### src/rtl/baud_pkg.sv
package baud_pkg;

    typedef enum logic [2:0] {
        S_IDLE,
        S_LAUNCH,
        S_WAIT,
        S_EVAL,
        S_FINISH
    } srch_state_t;

    localparam int LIN_W = 4;   // width of the linear stage field
    localparam int EXP_W = 3;   // width of the power-of-two stage field

endpackage

### src/rtl/baud_div.sv
module baud_div #(
    parameter int W = 32
) (
    input  logic         clk,
    input  logic         rst_n,
    input  logic         go,
    input  logic [W-1:0] num,
    input  logic [W-1:0] den,
    output logic         fin,
    output logic [W-1:0] quo
);
    localparam int CW = $clog2(W + 1);

    logic [W-1:0]  rem_q, quo_q, num_q, den_q;
    logic [CW-1:0] cnt_q;
    logic          run_q, fin_q;
    logic [W:0]    diff;

    // shift the next numerator bit into the remainder, then try to subtract
    assign diff = {rem_q, quo_q[W-1]} - {1'b0, den_q};

    always_ff @(posedge clk or negedge rst_n) begin
        if (!rst_n) begin
            rem_q <= '0;
            quo_q <= '0;
            num_q <= '0;
            den_q <= '0;
            cnt_q <= '0;
            run_q <= 1'b0;
            fin_q <= 1'b0;
        end else begin
            fin_q <= 1'b0;
            if (go) begin
                rem_q <= '0;
                quo_q <= num;
                num_q <= num;
                den_q <= den;
                cnt_q <= CW'(W);
                run_q <= 1'b1;
            end else if (run_q) begin
                if (!diff[W]) begin
                    rem_q <= diff[W-1:0];
                    quo_q <= {quo_q[W-2:0], 1'b1};
                end else begin
                    rem_q <= {rem_q[W-2:0], quo_q[W-1]};
                    quo_q <= {quo_q[W-2:0], 1'b0};
                end
                cnt_q <= cnt_q - 1'b1;
                if (cnt_q == CW'(1)) begin
                    run_q <= 1'b0;
                    fin_q <= 1'b1;
                end
            end
        end
    end

    assign fin = fin_q;
    assign quo = quo_q;

    // a finished quotient q satisfies q*d <= n < (q+1)*d
    p_quot_bound_r3: assert property (@(posedge clk) disable iff (!rst_n)
        fin |-> (({{W{1'b0}}, quo_q} * {{W{1'b0}}, den_q}) <= {{W{1'b0}}, num_q}) &&
                (({{W{1'b0}}, num_q} - ({{W{1'b0}}, quo_q} * {{W{1'b0}}, den_q})) < {{W{1'b0}}, den_q}));

    p_fin_pulse_r2: assert property (@(posedge clk) disable iff (!rst_n)
        fin |=> !fin);

endmodule

### src/rtl/baud_cfg_pack.sv
module baud_cfg_pack
    import baud_pkg::*;
(
    input  logic [LIN_W-1:0] lin,
    input  logic [EXP_W-1:0] expo,
    output logic [7:0]       cfg
);
    // split field, bit 5 is left clear for a neighbouring setting
    always_comb begin
        cfg      = '0;
        cfg[3:0] = lin;
        cfg[4]   = expo[0];
        cfg[7:6] = expo[2:1];
    end
endmodule

### src/rtl/baud_prescale_search.sv
module baud_prescale_search
    import baud_pkg::*;
#(
    parameter int W        = 32,
    parameter int LIN_MAX  = 15,
    parameter int EXP_MAX  = 7
) (
    input  logic         clk,
    input  logic         rst_n,
    input  logic         start,
    input  logic [W-1:0] core_hz,
    input  logic [W-1:0] target_hz,
    output logic         busy,
    output logic         done,
    output logic         err,
    output logic [7:0]   cfg
);
    localparam logic [LIN_W-1:0] LIN_LAST = LIN_W'(LIN_MAX);
    localparam logic [EXP_W-1:0] EXP_LAST = EXP_W'(EXP_MAX);

    srch_state_t state_q, state_d;

    logic [W-1:0]     core_q, tgt_q, best_gap_q;
    logic [LIN_W-1:0] lin_q, best_lin_q;
    logic [EXP_W-1:0] exp_q, best_exp_q;
    logic             bad_q;

    logic             div_go, div_fin;
    logic [W-1:0]     div_quo, div_den, gap;
    logic             over, hit, last;

    assign div_den = W'(lin_q) << exp_q;
    assign div_go  = (state_q == S_LAUNCH);
    assign over    = div_quo > tgt_q;
    assign hit     = div_quo == tgt_q;
    assign gap     = tgt_q - div_quo;
    assign last    = (lin_q == LIN_LAST) && (exp_q == EXP_LAST);

    baud_div #(.W(W)) u_div (
        .clk  (clk),
        .rst_n(rst_n),
        .go   (div_go),
        .num  (core_q),
        .den  (div_den),
        .fin  (div_fin),
        .quo  (div_quo)
    );

    // next-state logic
    always_comb begin
        state_d = state_q;
        unique case (state_q)
            S_IDLE:   if (start) state_d = (core_hz == target_hz) ? S_FINISH : S_LAUNCH;
            S_LAUNCH: state_d = S_WAIT;
            S_WAIT:   if (div_fin) state_d = S_EVAL;
            S_EVAL:   state_d = ((!over && hit) || last) ? S_FINISH : S_LAUNCH;
            S_FINISH: state_d = S_IDLE;
            default:  state_d = S_IDLE;
        endcase
    end

    // state register
    always_ff @(posedge clk or negedge rst_n) begin
        if (!rst_n) state_q <= S_IDLE;
        else        state_q <= state_d;
    end

    // search datapath
    always_ff @(posedge clk or negedge rst_n) begin
        if (!rst_n) begin
            core_q     <= '0;
            tgt_q      <= '0;
            best_gap_q <= '1;
            lin_q      <= '0;
            exp_q      <= '0;
            best_lin_q <= '0;
            best_exp_q <= '0;
            bad_q      <= 1'b0;
        end else begin
            if (state_q == S_IDLE && start) begin
                core_q     <= core_hz;
                tgt_q      <= target_hz;
                bad_q      <= (core_hz == target_hz);
                lin_q      <= LIN_W'(1);
                exp_q      <= '0;
                best_lin_q <= '0;
                best_exp_q <= '0;
                best_gap_q <= '1;
            end
            if (state_q == S_EVAL) begin
                if (!over) begin
                    if (hit || (gap < best_gap_q)) begin
                        best_lin_q <= lin_q;
                        best_exp_q <= exp_q;
                        best_gap_q <= gap;
                    end
                end
                if (exp_q == EXP_LAST) begin
                    exp_q <= '0;
                    lin_q <= lin_q + 1'b1;
                end else begin
                    exp_q <= exp_q + 1'b1;
                end
            end
        end
    end

    baud_cfg_pack u_pack (
        .lin (best_lin_q),
        .expo(best_exp_q),
        .cfg (cfg)
    );

    // outputs
    always_comb begin
        busy = (state_q == S_LAUNCH) || (state_q == S_WAIT) || (state_q == S_EVAL);
        done = (state_q == S_FINISH);
        err  = bad_q || (best_lin_q == '0);
    end

    p_done_pulse_r2: assert property (@(posedge clk) disable iff (!rst_n)
        done |=> !done);

    p_busy_rise_r2: assert property (@(posedge clk) disable iff (!rst_n)
        $rose(busy) |-> $past(start));

    p_illegal_r9: assert property (@(posedge clk) disable iff (!rst_n)
        (start && !busy && !done && core_hz == target_hz) |=> (done && err && cfg == 8'h00));

    p_hit_stop_r5: assert property (@(posedge clk) disable iff (!rst_n)
        (state_q == S_EVAL && div_quo == tgt_q) |=> done);

    p_pack_r8: assert property (@(posedge clk) disable iff (!rst_n)
        (done && !err) |-> (cfg[3:0] != 4'd0) && !cfg[5]);

    p_busy_start_r11: assert property (@(posedge clk) disable iff (!rst_n)
        (busy && start) |=> $stable(tgt_q) && $stable(core_q));

endmodule

### config.mk
export PLATFORM = sky130hd
export DESIGN_NAME = baud_prescale_search
export DESIGN_NICKNAME = d
export VERILOG_FILES = /design/src/rtl/baud_pkg.sv /design/src/rtl/baud_div.sv /design/src/rtl/baud_cfg_pack.sv /design/src/rtl/baud_prescale_search.sv
export SDC_FILE = /design/constraint.sdc
export NUM_CORES = 1
export LEC_CHECK = 0
export BUFFER_PORTS_ARGS = -buffer_cell sky130_fd_sc_hd__buf_4
export CAP_MARGIN = 25
export CORE_MARGIN = 5
export CORE_UTILIZATION = 48
export CTS_CLUSTER_DIAMETER = 100
export DETAILED_ROUTE_END_ITERATION = 16
export HOLD_SLACK_MARGIN = 0.06
export PLACE_DENSITY = 0.68
export RECOVER_POWER = 100
export SLEW_MARGIN = 20
export SYNTH_ARGS = -nofsm -noshare
export SYNTH_HDL_FRONTEND = slang
export SYNTH_SLANG_ARGS = --single-unit
### constraint.sdc
create_clock -name clk -period 9.45 [get_ports clk]
set_clock_uncertainty 0.2 [all_clocks]
set_input_delay 0.4725 -clock clk [delete_from_list [all_inputs] [get_ports clk]]
set_output_delay 0.4725 -clock clk [all_outputs]
set_load 0.01 [all_outputs]
==> results of run 1 <==
[state kept, by name, summed over array words and instances, names as in the netlist]
name         flops
best_gap_q      32
core_q          32
tgt_q           32
u_div.quo       32
u_div.rem_q     32
u_div.den_q     11
u_div.cnt_q      6
best_lin_q       4
lin_q            4
best_exp_q       3
exp_q            3
state_q          3
bad_q            1
u_div.fin        1
u_div.run_q      1
[repair_timing]
item / CTS / global route
hold endpoints to repair: 113 / 0
hold buffers: 55 / 0
buffers inserted: 0 / 0
[metrics by stage]
step	setup WS, ps	utilization	cells	power [mW]	cell area (µm²)
3_5_place_dp	3863	0.5168	1723	4.731	12900
5_1_grt	2772	0.5591	1811	6.033	13960
4_1_cts	3799	0.5620	1810	5.509	14030
3_3_place_gp	3936	0.5168	1723	4.654	12900
2_1_floorplan	4677	-	1370	3.998	12080
6_report	3149	0.5591	1811	5.503	13960
[final cells by class]
class / instances / area share
multi-input cells: 1018 / 0.4656
flip-flops and latches: 197 / 0.3560
repair buffers: 140 / 0.08202
clock buffers: 18 / 0.03146
well taps: 330 / 0.02958
inverters: 94 / 0.02528
clock inverters: 14 / 0.01004
[critical path, cell delays in order (launching register included)]
cell	delay, ps
dfrtp_1	410
inv_1	60
ha_1	280
nor2b_1	140
o31a_1	290
o311ai_0	480
nand2_1	250
a31oi_1	380
nor2_1	150
a221o_1	370
a21boi_0	240
xnor2_1	130
ha_1	310
nand4_1	100
or3_1	400
a21oi_1	130
nor4_1	70
o21ai_0	80
a21oi_1	60
o21bai_1	710
buf_4	530
mux2_2	400
[routing by layer]
| layer | global-route usage | share of wire | vias to the layer above |
|---|---|---|---|
| met5 | 0 | 0 | - |
| met4 | 0.05399 | 0.019 | 0 |
| met3 | 0.03550 | 0.038 | 40 |
| met2 | 0.3347 | 0.47 | 173 |
| met1 | 0.2906 | 0.48 | 4631 |
| li1 | - | - | 4819 |
[cells in the final DEF (no fill, tap or decap), types with 20 or more instances in the layout]
master,count
mux2i_1,45
xor2_1,51
ha_1,79
inv_1,94
dlygate4sd3_1,55
dfstp_2,32
o21ai_0,94
xnor2_1,42
mux2_2,31
nand2_1,316
a21o_1,20
dfrtp_1,165
a21oi_1,78
buf_4,69
nor2_1,74
[cells by family after synthesis]
group | share of synthesized area
AOI/OAI and AO/OA | 0.1364
xor gates and xnor gates | 0.06973
adders and majority gates | 0.08517
buffers and inverters | 0.05015
DFF | 0.4116
muxes | 0.06953
other | 0.0003106
and+or+nand+nor | 0.1772
[path summary, 6_finish.rpt]
path,from,end,slack (ps),depth (start not counted)
setup / recovery,u_div.quo[1],best_gap_q[2],3150,21
hold / removal,target_hz[25],tgt_q[25],80,3
setup reg to reg,u_div.quo[1],best_gap_q[2],3150,21
hold reg to reg,core_q[4],u_div.quo[4],270,2
max in group asynchronous,rst_n,best_gap_q[2],3840,5
min in group asynchronous,rst_n,tgt_q[13],1480,2
[power by group through the flow]
| stage | clock, mW | sequential (mW) | combinational, mW |
|---|---|---|---|
| 2_1_floorplan | 0 | 1.42 | 2.58 |
| 3_3_place_gp | 0 | 1.51 | 3.14 |
| 3_5_place_dp | 0 | 1.52 | 3.22 |
| 4_1_cts | 0.734 | 1.51 | 3.27 |
| 5_1_grt | 0.769 | 1.55 | 3.71 |
| 6_report | 0.719 | 1.51 | 3.27 |
==> flow_summary.yaml, run 1 <==
final_layout:
  syn_to_final_growth_pct: 15.59
  finalNetCount: 1616
  n_fill_cell: 2251
  antenna_cells: 0
  drive_gt1_frac: 0.1269
  multi_input_area_um2: 6499
  register_area_um2: 4970
timing:
  period_needed_ps: 6301
  report.final.setup_viol: 0
  worst_slew_pin_slew_ps: 4222
  fmaxAchievable_ghz: 0.1587
  relSlewSlack: -1.814
  whs_ps: 76.11
  final-hold-violation-count: 0
  drv_slew: 375
  tns_ps: 0
  rsz0062_at_grt: "no"
  final.period_utilization: 0.6668
synth:
  yosys.cell_types.count: 71
  synth_area_leaders: "dfrtp_1, nand2_1, ha_1"
  syn_area_per_cell_um2: 8.814
  synth_area_leader_cell: "dfrtp_1"
  synthTopCellsByCount: "nand2_1, dfrtp_1, inv_1, o21ai_0, ha_1"
  yosys_warnings: 0
  syn_nets: 1518
  synth_flop_cell: "dfrtp_1"
  synth_edf_count: 0
  syn_area_um2: 12080
  netlist.area_leader.share: 0.3419
  synthMostInstantiatedCell: "nand2_1"
  yosysSeqAreaShare: 0.4116
  synth_seq_cells: 197
  ys_async_sr_fraction: 1.000
  syn_inst: 1370
global_routing:
  track_usage: 0.2069
  gr-total-overflow: 0
  grt_pass1_wl_um: 48110
  antenna_found_initial: 0
  grt_max_degree: 93
  grt_pass1_vias: 9434
run_status:
  violations: "capacitance limit, slew limit"
  status: "complete, but fails checks"
worst_setup_path:
  worstSetupPathType: "flip-flop to flip-flop"
  crit_required_ps: 9620
  crit_fanout: 32
  cp.arrival_ps: 6470
  cp-start-kind: "flip-flop"
  crit_path_end_kind: "flip-flop"
pwr:
  clkPwrFrac: 0.131
  p_seq_frac: 0.275
  ir_drop_uv: 156.2
  p_sw_frac: 0.4506
  switchingPower_mw: 2.479
  power_density_nw_per_um2: 394.2
  p_int_mw: 3.023
  pwr-share-comb: 0.594
  p_leak_nw: 6.905
detailed_routing:
  ant_nets: 0
  drtIter0Drc: 613
  route.vias.total: 9663
  first_pass_iters: 5
  drc: 0
  wl_per_cell_um: 16.16
  wirelength_um: 29260
  vias_per_cell: 5.336
clocking:
  cts_resized: 0
  cts_max_level: 4
  clk_path_buf_depth: 2
  path_clk_slew_ps: 80
  insertion_delay_ps: 450
  cts_sinks: 197
  cts_tree: "done"
  cts_made_buffers: 17
  cts-root-buf: "clkbuf_16"
floorplan:
  die_w_um: 168.6
  core_area_um2: 24960
  die_h_um: 168.6
  io_pins: 78
  dieArea_um2: 28430
  rows: 58
  initial_core_util: 0.4837
run:
  maxCapViolCount: 6
place:
  dp_hpwl_um: 20070
  place_congestion: 0.8635
  io_buffers: 76
min_path:
  holdCritPathClass: "primary input to flip-flop"
Note: power is estimated with default switching activity, not from simulation.
==> inputs of run 2 (changes only) <==
--- a/config.mk
+++ b/config.mk
@@ -5,6 +5,7 @@
 export SDC_FILE = /design/constraint.sdc
 export NUM_CORES = 1
 export LEC_CHECK = 0
+export ABC_AREA = 1
 export BUFFER_PORTS_ARGS = -buffer_cell sky130_fd_sc_hd__buf_4
 export CAP_MARGIN = 25
 export CORE_MARGIN = 5
@@ -12,7 +13,7 @@
 export CTS_CLUSTER_DIAMETER = 100
 export DETAILED_ROUTE_END_ITERATION = 16
 export HOLD_SLACK_MARGIN = 0.06
-export PLACE_DENSITY = 0.68
+export PLACE_DENSITY = 0.67
 export RECOVER_POWER = 100
 export SLEW_MARGIN = 20
 export SYNTH_ARGS = -nofsm -noshare
==> constraint.sdc (replaced) <==
create_clock -name clk -period 5.8 [get_ports clk]
set_clock_uncertainty 0.2 [all_clocks]
set_input_delay 0.29 -clock clk [delete_from_list [all_inputs] [get_ports clk]]
set_output_delay 0.29 -clock clk [all_outputs]
set_load 0.01 [all_outputs]
==> run 2 against run 1 <==
- the run still ends with capacitance limit, slew limit left
- design area is 11% higher
- first-iteration DRC count is 48% higher
- worst hold slack worse by 22 ps
- critical endpoint is now u_div.cnt_q[5]
- sequential share of layout area is 3.5 points lower
==> flow_summary.yaml, run 2 <==
run_status:
  status: "complete, but fails checks"
  violations: "capacitance limit, slew limit"
synth:
  yosys.cell_types.count: 43
  netlist.area_leader.share: 0.3088
  synthTopCellsByCount: "nand2_1, inv_1, dfrtp_1"
  yosys_warnings: 0
  syn_area_per_cell_um2: 7.173
  synth_xor_area_frac: 0.03537
  syn_inst: 1864
  synth_seq_cells: 197
  synthMostInstantiatedCell: "nand2_1"
  synth_flop_cell: "dfrtp_1"
  synth_area_leader_cell: "dfrtp_1"
  syn_nets: 2012
  synthMuxAreaShare: 0.03116
  yosysSeqAreaShare: 0.3717
  synth_compound_area_frac: 0.1030
  synthSimpleGateAreaFrac: 0.2765
  syn_area_um2: 13370
  synth_edf_count: 0
  synth_top_family_by_area: "simple AND/OR/NAND/NOR gates"
  ys_async_sr_fraction: 1.000
  synthAdderAreaFrac: 0.07692
  synth_area_leaders: "dfrtp_1, nand2_1, inv_1"
global_routing:
  gr-total-overflow: 0
  antenna_found_initial: 0
  grt_max_degree: 86
  grt_pass1_wl_um: 59050
  grt_pass1_vias: 11810
  track_usage: 0.2325
floorplan:
  initial_core_util: 0.4839
  dieArea_um2: 31290
  die_h_um: 176.9
  io_pins: 78
  rows: 61
  core_area_um2: 27630
  die_w_um: 176.9
place:
  place_congestion: 0.9960
  io_buffers: 76
  dpl-instance-area_um2: 14280
  preCtsSetupSlack_ps: 1559
  dp_hpwl_um: 26630
worst_setup_path:
  rrSetupSlack_ps: 1090
  worstSetupStartpoint: "state_q[2]"
  crit_chain: "nor3_1 -> clkbuf_1 -> nor2_1 -> inv_2 -> nand3_1 -> nor3_1 -> a21oi_1 -> o21ai_0"
  crit_required_ps: 5970
  max_stage_delay_ps: 1380
  cp_top_family: "buffers and inverters"
  worst-path-buf-inv: 2
  cp-start-kind: "flip-flop"
  crit_fanout: 36
  worstReg2RegStart: "state_q[2]"
  worstSetupPathType: "flip-flop to flip-flop"
  crit_path_end_kind: "flip-flop"
  cp.arrival_ps: 4880
  cpMostUsedCell: "nor3_1"
  critPathSlowestCell: "clkbuf_1"
final_layout:
  design_area_um2: 15500
  drive_gt1_frac: 0.09450
  n_fill_cell: 2642
  syn_to_final_growth_pct: 15.95
  finalNetCount: 2135
  antenna_cells: 0
  final_common_cell: "nand2_1"
  most-common-layout-cells: "nand2_1, inv_1, dfrtp_1, nor2_1, nand3_1"
detailed_routing:
  ant_nets: 0
  drtIter0Drc: 909
  wl_per_cell_um: 15.11
  first_pass_iters: 7
  drc: 0
  wirelength_um: 35930
  vias_per_cell: 5.126
  route.vias.total: 12190
timing:
  relSlewSlack: -1.281
  drv_slew: 292
  worst_slew_pin_slew_ps: 3421
  report.final.setup_viol: 0
  final-hold-violation-count: 0
  setup_ws_ps: 1094
  tns_ps: 0
  final.period_utilization: 0.8114
  period_needed_ps: 4706
  rsz0062_at_grt: "no"
  fmaxAchievable_ghz: 0.2125
clocking:
  cts_sinks: 197
  path_clk_slew_ps: 90
  cts_max_level: 4
  cts-root-buf: "clkbuf_16"
  cts_tree: "done"
  insertion_delay_ps: 460
  clk_path_buf_depth: 2
  cts_made_buffers: 17
  cts_resized: 0
pwr:
  p_leak_nw: 8.150
  ir_drop_uv: 264.0
  power_density_nw_per_um2: 673.6
  p_total_mw: 10.44
min_path:
  holdCritPathClass: "primary input to flip-flop"
  min-delay-start: "start"
run:
  maxCapViolCount: 6
## run 2: changes by cell type after synthesis, sizes merged, moves of 18 or more
cell / previous run / this run
nand2: 316 / 625
inv: 94 / 310
nand3: 12 / 103
mux2i: 46 / 0
o221ai: 0 / 35
nor2: 76 / 106
xor2: 51 / 25
clkbuf: 47 / 29
## run 2: repair_timing
item,4_1_cts,5_1_grt
hold buffers,65,0
endpoints found under the hold margin,141,0
endpoints found under the setup margin,0,0
buffers inserted,0,0
## run 2: worst paths after layout
path | endpoint | cells past startpoint
max reg2reg | u_div.cnt_q[5] | 8
min | state_q[2] | 3
min reg2reg | core_q[15] | 2
max | u_div.cnt_q[5] | 8
min in group asynchronous | best_exp_q[1] | 2
max in group asynchronous | u_div.quo[18] | 3
## run 2: metrics by stage
| step | util | hold slack (ps) | cells |
|---|---|---|---|
| final | 0.5611 | 53.71 | 2378 |
| after CTS | 0.5632 | 69.85 | 2377 |
| after floorplan | - | -205.6 | 1864 |
| after global routing | 0.5611 | 78.30 | 2378 |
| after global placement | 0.5163 | 201.2 | 2279 |
| after detailed placement | 0.5169 | 196.2 | 2280 |
## run 2: final cells by class
cell class                      count  area [µm²]  share of cell area
Clock buffer                       17       425.4             0.02744
Tap cell                          378       473.0             0.03051
Timing Repair Buffer              152        1280             0.08257
Sequential cell                   197        4970              0.3206
Multi-Input combinational cell   1309        6987              0.4507
Inverter                          310        1164             0.07506
Clock inverter                     15       203.9             0.01316
## run 2: logic make-up after synthesis
| family | after synthesis |
|---|---|
| and+or+nand+nor | 901 |
| xor gates and xnor gates | 54 |
| other | 1 |
| buffers and inverters | 358 |
| muxes | 37 |
| AOI/OAI and AO/OA | 235 |
| DFF | 197 |
| adders and majority gates | 81 |
## run 2: routing by layer
| metal | part of all wire | GRT usage | vias up |
|---|---|---|---|
| met5 | 0 | 0 | - |
| met4 | 0.022 | 0.06673 | 0 |
| met3 | 0.036 | 0.03162 | 65 |
| met2 | 0.47 | 0.3907 | 254 |
| met1 | 0.47 | 0.3156 | 5693 |
| li1 | - | - | 6178 |
## run 2: report_power, final
group          internal, mW  switching, mW  leakage (nW)
Clock                 0.601          0.667         0.305
Combinational          2.36           4.46          5.44
Sequential             2.02          0.339          2.41
Total                  4.98           5.47          8.15
## run 2: worst reg2reg max path, delay by kind of cell, from the launching register on
| kind | cells | cell delay, ps |
|---|---|---|
| AOI/OAI and AO/OA | 2 | 250 |
| buffers and inverters | 2 | 1950 |
| and+or+nand+nor | 4 | 1810 |
| DFF | 1 | 430 |
==> inputs of run 3 (changes only) <==
--- a/config.mk
+++ b/config.mk
@@ -5,7 +5,7 @@
 export SDC_FILE = /design/constraint.sdc
 export NUM_CORES = 1
 export LEC_CHECK = 0
-export ABC_AREA = 1
+export ABC_AREA = 0
 export BUFFER_PORTS_ARGS = -buffer_cell sky130_fd_sc_hd__buf_4
 export CAP_MARGIN = 25
 export CORE_MARGIN = 5
@@ -13,7 +13,7 @@
 export CTS_CLUSTER_DIAMETER = 100
 export DETAILED_ROUTE_END_ITERATION = 16
 export HOLD_SLACK_MARGIN = 0.06
-export PLACE_DENSITY = 0.67
+export PLACE_DENSITY = 0.68
 export RECOVER_POWER = 100
 export SLEW_MARGIN = 20
 export SYNTH_ARGS = -nofsm -noshare
==> constraint.sdc (replaced) <==
create_clock -name clk -period 4.7 [get_ports clk]
set_clock_uncertainty 0.2 [all_clocks]
set_input_delay 0.235 -clock clk [delete_from_list [all_inputs] [get_ports clk]]
set_output_delay 0.235 -clock clk [all_outputs]
set_load 0.01 [all_outputs]
==> run 3 against run 2 <==
- the flow still finishes with violations (capacitance limit, slew limit)
- final cell count shrank 22%
- via count shrank 18%
- design area shrank 6.2%
- sequential power grew 29%
- register-to-register slack lost 1000 ps
- utilization grew 2.2 points
- flip-flop and latch count is the same
- worst hold slack gained 19 ps
==> flow_summary.yaml, run 3 (synthesis gave the netlist of run 1 again) <==
run_status:
  status: "complete, but fails checks"
  violations: "capacitance limit, slew limit"
detailed_routing:
  route.vias.total: 10020
  drc: 0
  drtIter0Drc: 665
  first_pass_iters: 5
  wirelength_um: 30630
  vias_per_cell: 5.371
  ant_nets: 0
  wl_per_cell_um: 16.42
worst_setup_path:
  critPathSlowestCell: "dfrtp_1"
  crit_path_end_kind: "flip-flop"
  cp_top_family: "compound AO/OA/AOI/OAI gates"
  crit_required_ps: 4860
  worst-path-buf-inv: 3
  cp.arrival_ps: 4820
  crit_fanout: 7
  max_stage_delay_ps: 390
  rrSetupSlack_ps: 40
  crit_chain: "ha_1 -> nor2b_4 -> o31a_1 -> o311ai_2 -> buf_4 -> nand2_4 -> a31oi_4 -> nor2_2 -> a221o_1 -> a21boi_2 -> xnor2_2 -> ha_1 -> nand4_1 -> or3_4 -> a21oi_2 -> nor4_1 -> o21ai_1 -> a21oi_2 -> o21bai_4 -> buf_6 -> clkbuf_16 -> mux2_2"
  cp-start-kind: "flip-flop"
  worstSetupPathType: "flip-flop to flip-flop"
global_routing:
  grt_pass1_vias: 9924
  antenna_found_initial: 0
  gr-total-overflow: 0
  grt_max_degree: 104
  track_usage: 0.2158
  grt_pass1_wl_um: 50080
final_layout:
  syn_to_final_growth_pct: 20.46
  most-common-layout-cells: "nand2_1, dfrtp_1, buf_4, inv_1, o21ai_0"
  finalNetCount: 1670
  layout.cells.non_filler: 1865
  n_fill_cell: 2245
  final_common_cell: "nand2_1"
  drive_gt1_frac: 0.1681
  antenna_cells: 0
pwr:
  power_density_nw_per_um2: 820.9
  p_leak_nw: 7.240
  ir_drop_uv: 327.7
timing:
  relSlewSlack: -0.8633
  fmaxAchievable_ghz: 0.2148
  worst_slew_pin_slew_ps: 2793
  tns_ps: 0
  report.final.setup_viol: 0
  final-hold-violation-count: 0
  drv_slew: 198
  rsz0062_at_grt: "yes"
  final.period_utilization: 0.9904
  period_needed_ps: 4655
clocking:
  cts-root-buf: "clkbuf_16"
  insertion_delay_ps: 440
  cts_made_buffers: 17
  cts_sinks: 197
  cts_tree: "done"
  cts_max_level: 4
  clk_path_buf_depth: 2
  path_clk_slew_ps: 80
floorplan:
  core_area_um2: 24960
  rows: 58
  die_w_um: 168.6
  io_pins: 78
  initial_core_util: 0.4837
  die_h_um: 168.6
  dieArea_um2: 28430
place:
  dp_hpwl_um: 20940
  io_buffers: 76
  post-place-cells: 1758
  place_congestion: 0.8741
run:
  maxCapViolCount: 3
min_path:
  holdCritPathClass: "primary input to flip-flop"
[run 3: final timing paths]
path	to	cells after the start	startpoint
max	best_gap_q[26]	22	tgt_q[1]
min	state_q[0]	5	start
max reg2reg	best_gap_q[26]	22	tgt_q[1]
min reg2reg	core_q[3]	2	core_q[3]
max in group asynchronous	u_div.cnt_q[3]	3	rst_n
min in group asynchronous	core_q[15]	2	rst_n
[run 3: area by class of cell]
| class | count | area [µm²] | share of cell area |
|---|---|---|---|
| multi-input cells | 1018 | 6630 | 0.4558 |
| clock buffers | 18 | 439.2 | 0.03019 |
| inverters | 94 | 352.8 | 0.02426 |
| flip-flops and latches | 197 | 4974 | 0.3419 |
| well taps | 330 | 412.9 | 0.02838 |
| repair buffers | 194 | 1619 | 0.1113 |
| clock inverters | 14 | 118.9 | 0.008171 |
[run 3: worst min-delay path: stages]
cell and delay [ps]:
buf_4 110, nand2b_1 120, nor2_1 60, nor2_1 80, a211oi_1 60
[run 3: power breakdown]
group,switching (mW),internal [mW],total (mW)
combinational,4.02,3.44,7.46
clock,0.726,0.707,1.43
sequential,0.559,2.49,3.05
[run 3: what timing repair did]
action	CTS	global route
resized for setup	12	30
pin swaps	10	10
gates cloned	1	1
buffers inserted	5	4
hold endpoints to repair	152	0
setup endpoints to repair	39	39
hold buffers	65	0
[run 3: metrics by stage]
stage                     power [mW]  area [µm²]  setup slack [ps]  hold slack, ps    util
after floorplan                8.053       12080             33.18          -260.6       -
after global placement         9.790       13180            -188.0           185.3  0.5281
after detailed placement       9.958       13180            -293.6           193.6  0.5281
after CTS                      11.70       14500             7.485           75.65  0.5807
after global routing           13.04       14550            -204.7           71.97  0.5827
final                          11.94       14550             44.95           72.22  0.5827
[run 3: metal layers]
layer	global-route usage	vias to the layer above	share of wire
met2	0.3508	178	0.47
met1	0.2987	4868	0.47
met4	0.07481	0	0.026
met3	0.02872	45	0.035
li1	-	4925	-
met5	0	-	0
